**src/rtl/absdiff_pkg.sv**
```systemverilog
package absdiff_pkg;
  // strobes from the plane sequencer to the digit datapath
  typedef struct packed {
    logic restart;   // first plane of a new pixel pair
    logic active;    // current plane is within the kept precision
  } planeStrobe_t;
endpackage

```
**src/rtl/absdiff_ctrl.sv**
```systemverilog
module absdiff_ctrl
  import absdiff_pkg::*;
#(
  parameter int PIX_W    = 8,
  parameter int MAX_DROP = 4,
  localparam int DROP_W  = $clog2(MAX_DROP + 1)
) (
  input  logic              clk,
  input  logic              rstN,
  input  logic              newData,
  input  logic [DROP_W-1:0] dropBits,
  output planeStrobe_t      strobe
);
  localparam int CNT_W = $clog2(PIX_W + 1);

  logic [CNT_W-1:0] planeCnt;
  logic [CNT_W-1:0] planeLimit;
  logic [DROP_W-1:0] dropClamp;
  logic [CNT_W-1:0] limitNow;

  assign dropClamp = (int'(dropBits) > MAX_DROP) ? DROP_W'(MAX_DROP) : dropBits;
  assign limitNow  = CNT_W'(PIX_W) - CNT_W'(dropClamp);

  always_ff @(posedge clk or negedge rstN) begin
    if (!rstN) begin
      planeCnt   <= CNT_W'(PIX_W);
      planeLimit <= CNT_W'(PIX_W);
    end else if (newData) begin
      planeCnt   <= CNT_W'(1);
      planeLimit <= limitNow;
    end else if (planeCnt < CNT_W'(PIX_W)) begin
      planeCnt <= planeCnt + CNT_W'(1);
    end
  end

  assign strobe.restart = newData;
  assign strobe.active  = newData | (planeCnt < planeLimit);


  cnt_bound_chk: assert property (@(posedge clk) disable iff (!rstN)
    int'(planeCnt) <= PIX_W);


  limit_floor_chk: assert property (@(posedge clk) disable iff (!rstN)
    int'(planeLimit) >= PIX_W - MAX_DROP && int'(planeLimit) <= PIX_W);


  idle_stays_chk: assert property (@(posedge clk) disable iff (!rstN)
    (!strobe.active && !newData) |=> !strobe.active || $past(newData) || newData);
endmodule

```
**src/rtl/absdiff_dp.sv**
```systemverilog
module absdiff_dp
  import absdiff_pkg::*;
(
  input  logic         clk,
  input  logic         rstN,
  input  planeStrobe_t strobe,
  input  logic         candBit,
  input  logic         refBit,
  output logic [1:0]   digitOut
);
  logic latchQ, greaterQ;
  logic latchNext, greaterNext;
  logic effLatch, effGreater;
  logic [1:0] digitNext;

  assign effLatch   = latchQ   & ~strobe.restart;
  assign effGreater = greaterQ & ~strobe.restart;

  always_comb begin
    digitNext   = 2'b00;
    latchNext   = latchQ;
    greaterNext = greaterQ;
    if (strobe.active) begin
      latchNext   = effLatch;
      greaterNext = effGreater;
      if (!effLatch) begin
        if (candBit != refBit) begin
          digitNext   = 2'b01;
          latchNext   = 1'b1;
          greaterNext = candBit;
        end else begin
          digitNext = {candBit, refBit};
        end
      end else if (effGreater) begin
        digitNext = {refBit, candBit};
      end else begin
        digitNext = {candBit, refBit};
      end
    end
  end

  always_ff @(posedge clk or negedge rstN) begin
    if (!rstN) begin
      latchQ   <= 1'b0;
      greaterQ <= 1'b0;
      digitOut <= 2'b00;
    end else begin
      latchQ   <= latchNext;
      greaterQ <= greaterNext;
      digitOut <= digitNext;
    end
  end


  greater_needs_latch_chk: assert property (@(posedge clk) disable iff (!rstN)
    greaterQ |-> latchQ);


  first_diff_chk: assert property (@(posedge clk) disable iff (!rstN)
    (strobe.active && (strobe.restart || !latchQ) && (candBit != refBit))
      |=> digitOut == 2'b01);


  equal_pass_chk: assert property (@(posedge clk) disable iff (!rstN)
    (strobe.active && (strobe.restart || !latchQ) && (candBit == refBit))
      |=> digitOut == {$past(candBit), $past(candBit)});


  latch_hold_chk: assert property (@(posedge clk) disable iff (!rstN)
    (latchQ && !strobe.restart) |=> latchQ);


  inactive_zero_chk: assert property (@(posedge clk) disable iff (!rstN)
    !strobe.active |=> digitOut == 2'b00);
endmodule

```
**src/rtl/absdiff_bitserial.sv**
```systemverilog
module absdiff_bitserial
  import absdiff_pkg::*;
#(
  parameter int PIX_W    = 8,
  parameter int MAX_DROP = 4,
  localparam int DROP_W  = $clog2(MAX_DROP + 1)
) (
  input  logic              clk,
  input  logic              rstN,
  input  logic              newData,
  input  logic [DROP_W-1:0] dropBits,
  input  logic              candBit,
  input  logic              refBit,
  output logic [1:0]        digitOut
);
  planeStrobe_t strobe;

  absdiff_ctrl #(.PIX_W(PIX_W), .MAX_DROP(MAX_DROP)) u_ctrl (
    .clk      (clk),
    .rstN     (rstN),
    .newData  (newData),
    .dropBits (dropBits),
    .strobe   (strobe)
  );

  absdiff_dp u_dp (
    .clk      (clk),
    .rstN     (rstN),
    .strobe   (strobe),
    .candBit  (candBit),
    .refBit   (refBit),
    .digitOut (digitOut)
  );


  reset_zero_chk: assert property (@(posedge clk) !rstN |=> digitOut == 2'b00);
endmodule

```
**config.mk**
```make
export PLATFORM = sky130hd
export DESIGN_NAME = absdiff_bitserial
export DESIGN_NICKNAME = d
export VERILOG_FILES = /design/src/rtl/absdiff_pkg.sv /design/src/rtl/absdiff_ctrl.sv /design/src/rtl/absdiff_dp.sv /design/src/rtl/absdiff_bitserial.sv
export SDC_FILE = /design/constraint.sdc
export NUM_CORES = 1
export LEC_CHECK = 0
export CAP_MARGIN = 10
export CORE_MARGIN = 2
export CORE_UTILIZATION = 35
export CTS_CLUSTER_DIAMETER = 40
export DETAILED_ROUTE_END_ITERATION = 16
export PLACE_DENSITY = 0.64
export SYNTH_ARGS = -nofsm -noshare
export SYNTH_HDL_FRONTEND = slang
export SYNTH_SLANG_ARGS = --single-unit
```
**constraint.sdc**
```tcl
create_clock -name clk -period 1.6 [get_ports clk]
set_clock_uncertainty 0.1 [all_clocks]
set_input_delay 0.16 -clock clk [delete_from_list [all_inputs] [get_ports clk]]
set_output_delay 0.16 -clock clk [all_outputs]
set_load 0.05 [all_outputs]
```
After elaboration in Yosys (flattened, before gate mapping) --
Index checks and enable logic that the tools add are counted.
Word-level totals: flip-flop bits (word level) 12, logic and storage cells 27, output and inout bits 2, input bits 8
Cells by class: add/subtract/negate cells 2, eq/ne operators 1, magnitude comparators 3, bitwise operators 4, muxes and demuxes 11, reduce and logical (&&, ||, !) cells 1
Operators by type and width (number):
- $mux 2 | 4
- $mux 4 | 2
- $add 4x1->4 const B | 1
- $lt 4x4->1 | 1
- $lt 4x4->1 const B | 1
- $mux 1 | 4
- $sub 4x3->4 const A | 1
- $gt 3x3->1 const B | 1
- $mux 3 | 1
- $and 1x1->1 | 2
- $reduce_bool 2->1 | 1
- $ne 1x1->1 | 1
- $not 1->1 | 1
- $or 1x1->1 | 1

Longest topological paths before layout --
depth after elaboration 5, mapped depth 6, mapped depth without buffers 6

By module --
A second synthesis with hierarchy kept.
Second synthesis, totals: cell total of the unflattened synthesis 67, area, all modules 676.9 sq um
By module, submodules not included:
- absdiff_ctrl | times used 1, sequential area each 202.7 sq um, cells an instance 45, area each 456.7 sq um
- absdiff_dp | times used 1, sequential area each 100.1 sq um, cells an instance 22, area each 220.2 sq um

Worst setup path before layout --
OpenSTA, ideal clock, no wires.
path type register to register, start register u_ctrl.planeLimit[3], end register u_dp.digitOut[0], arrival 1.412 ns, slack -0.049 ns, buffers on the path 0, cell stages (with the launch flop) 7, clock period less this slack 1.649 ns, data required time 1.363 ns, setup time 0.137 ns, path through dfstp_2 -> inv_1 -> ha_1 -> o211a_1 -> o31ai_4 -> a31oi_1 -> o32ai_1
On the way: word-level cells in the longest chain between the ends 3
RTL lines:
- start, declared | line absdiff_ctrl.sv:17 | logic [CNT_W-1:0] planeLimit;
- start signal, assigned | line absdiff_ctrl.sv:27 | planeLimit <= CNT_W'(PIX_W);
- start signal, assigned | line absdiff_ctrl.sv:30 | planeLimit <= limitNow;
- $lt 4x4->1 | line absdiff_ctrl.sv:37 | assign strobe.active = newData | (planeCnt < planeLimit);
- $or 1x1->1 | line absdiff_ctrl.sv:37
- $mux 2 | line absdiff_dp.sv:23 | if (strobe.active) begin
- named net u_dp.digitNext[0] | line absdiff_dp.sv:14 | logic [1:0] digitNext;
- end signal, assigned | line absdiff_dp.sv:50 | digitOut <= digitNext;
- end, declared | line absdiff_dp.sv:9 | output logic [1:0] digitOut
The timed path passes the listed nets, and every way through them passes these cells. A chain may end at the register's enable or synchronous reset.

Worst setup path in the final report --
Same ends and word-level chain as after synthesis.

==> flow_summary_export.csv <==
group,metric,value,unit
status,status,"finished with violations",
status,violations,"setup timing",
placement,gp_congestion,0.757,
yosys,synth_top_area_cell,"dfrtp_1",
final_layout,antenna_cells,0,
yosys,yosys.cell_types.count,22,
final_layout,layoutNonFillerInstCount,106,
sta,hold_ws,0.142,ns
power,combPwrFrac,35.8,%
clock_tree,cts.sinks,12,
global_routing,grt_pass1_wl,2110,um
yosys,yosysSeqAreaShare,44.8,%
placement,dp_cells,102,
power,p_int,0.000651,W
final_layout,syn_to_final_growth,34.4,%
sta,setup_viol,3,
power,pwr_density_cell,1080,nW/um2
final_layout,drive_gt1_share,24.7,%
final_layout,fin_nets,97,
die,start_util,38.3,%
yosys,synthCells,65,
global_routing,grt_max_degree,13,
sta,finalCritPeriodShare,101,%
global_routing,first_global_vias,514,
yosys,yosys-top-cells-area,"dfrtp_1, ha_1, dfstp_2",
die,die_w,47.9,um
yosys,yosysWarnings,0,
sta,setup_ws,-0.0111,ns
die,dieArea,2300,um2
clock_tree,clkLatencyLatePin,0.27,ns
clock_tree,clock_path_buffers,2,
power,power.total,0.000980,W
sta,hold_viol_final,0,
yosys,synth-edff-count,0,
routing,viasPerCell,4.59,
placement,hpwl,939,um
critical_path,path_max_fanout,4,
sta,slew_headroom,62.4,%
critical_path,crit_type,"flop to flop",
sta,slew_viol_final,0,
critical_path,worstSetupStartpointType,"flop",
die,dieHeight,47.9,um
yosys,ys_ff_latch,12,
power,p_sw,0.000329,W
power,p_clk_share,25.1,%
clock_tree,path_clk_slew,0.08,ns
sta,rsz0062_at_grt,"true",
min_path,hold_path.class,"primary input to async pin",
clock_tree,post-cts-setup-buffer-count,0,
clock_tree,clockRootBuffer,"clkbuf_4",
die,core-area,1760,um2
global_routing,grt-ovfl-total,0,
power,ir_worst_vdd,0.600,mV
critical_path,crit_arrival,1.67,ns
critical_path,cp.required,1.66,ns
final_layout,ff_latch_area,303,um2
clock_tree,cts-buffers-inserted,3,
routing,ant_nets,0,
clock_tree,h-tree-depth,1,
die,rows,15,
routing,firstDrtPassIters,2,
critical_path,critical_path.endpoint_type,"flop",
power,pwr-share-seq,39.1,%
yosys,syn-num-nets,80,
yosys,synthFlopType,"dfrtp_1",
job,max-cap-violations,0,
sta,fin_crit,1.61,ns
sta,max_freq,621,MHz
global_routing,grtUsageTotal,13.7,%
routing,vias,487,
clock_tree,cts_tree,"yes",
yosys,avgSynthCellArea,10.4,um2
routing,initialDrtViolationCount,4,
yosys,synth_top_cell_area_share,37.0,%
routing,drt_wl_total,1220,um
die,ioPinCount,10,
routing,drc_errors,0,
yosys,synthArstFlopShare,100,%
placement,portBuffers,9,
routing,wl_per_cell,11.5,um
yosys,netlist_area,676,um2
power,p_leak,0.406,nW
global_routing,antenna_found_initial,0,
critical_path,reg2reg_from,"u_ctrl.planeLimit[3]",
sta,worst_slew_pin_slew,0.562,ns
final_layout,fillers,167,
final_layout,multiInputGateArea,389,um2
critical_path,worstSetupStartpoint,"u_ctrl.planeLimit[3]",
power,power_switching_share,33.6,%
[path summary, 6_finish.rpt]
check                           slack (ns)  depth (start not counted)                    to
min in group clk                      0.42                          2  u_ctrl.planeLimit[3]
worst min register to register        0.42                          2  u_ctrl.planeLimit[3]
worst min-delay path                  0.14                          1         u_dp.greaterQ
worst max register to register       -0.01                          6      u_dp.digitOut[0]
worst max-delay path                 -0.01                          6      u_dp.digitOut[0]
max in group asynchronous             0.89                          1    u_ctrl.planeCnt[3]
[logic make-up (layout without fill, tap and decap cells)]
kind of cell	Yosys count	count (layout)	synth area share (%)
DFF	12	12	44.8
AOI/OAI and AO/OA	13	13	14.8
buffers and inverters	10	26	5.55
xor gates and xnor gates	3	3	3.89
adders and majority gates	7	7	13.0
muxes	4	4	5.93
and+or+nand+nor	16	16	12.0
[layer usage]
metal	GRT usage (%)	wire length, um
met5	0	0
met4	6.49	15
met3	2.26	57
met2	24.0	650
met1	16.2	496
[layout by cell type, fill, tap and decap left out, drive strengths merged, types with 2 or more instances in the layout]
master / count
inv: 9
nand2b: 4
dfstp: 2
ha: 7
clkdlybuf4s50: 7
a31oi: 2
mux2i: 4
nand2: 5
o21ai: 4
buf: 6
o32ai: 2
nor2b: 2
clkbuf: 4
dfrtp: 10
nor2: 3
a21oi: 2
xnor2: 2
[state kept, by name, indices dropped and copies added, names as in the netlist]
register and count:
u_ctrl.planeLimit 4, u_ctrl.planeCnt 4, u_dp.latchQ 1, u_dp.digitOut 2, u_dp.greaterQ 1
[timing repair]
item,in CTS,in global routing
endpoints found under the setup margin,4,4
resized for setup,6,1
hold buffers,0,0
pin swaps,7,2
[per-stage QoR]
| stage | setup TNS [ns] | worst slack, ns | utilization [%] | instance area [um2] |
|---|---|---|---|---|
| 2_1_floorplan | 0 | 0.0109 | - | 686 |
| 3_3_place_gp | -0.0958 | -0.0640 | 47.0 | 828 |
| 3_5_place_dp | -0.127 | -0.0605 | 47.0 | 828 |
| 4_1_cts | -0.131 | -0.0450 | 51.5 | 908 |
| 5_1_grt | -0.206 | -0.0690 | 51.5 | 908 |
| 6_report | -0.0225 | -0.0111 | 51.5 | 908 |
[cells in the mapped netlist, types with 2 or more instances]
cell type / number
nand2_1: 4
dfrtp_1: 10
mux2i_1: 4
a21oi_1: 2
nor2b_1: 2
dfstp_2: 2
xnor2_1: 2
nand2b_1: 4
o21ai_0: 4
ha_1: 7
o32ai_1: 2
inv_1: 9
nor2_1: 3
a31oi_1: 2
[critical path, stage by stage, from the launching register on]
cell and delay, ns:
dfstp_2 0.53, inv_2 0.04, ha_4 0.27, o211a_1 0.17, o31ai_4 0.10, a31oi_4 0.18
o32ai_2 0.09
[area by class of cell]
type	count	area share (%)
inverters	9	3.72
clock buffers	4	3.99
multi-input cells	43	42.8
repair buffers	13	12.7
well taps	25	3.44
flip-flops and latches	12	33.3
[power groups by stage]
stage	clock (W)	sequential, W	combinational (W)
3_5_place_dp	0	0.000389	0.000314
3_3_place_gp	0	0.000387	0.000309
5_1_grt	0.000261	0.000389	0.000395
6_report	0.000246	0.000384	0.000351
4_1_cts	0.000253	0.000384	0.000353
2_1_floorplan	0	0.000427	0.000181
No activity file was read; power rests on OpenSTA's default activity.
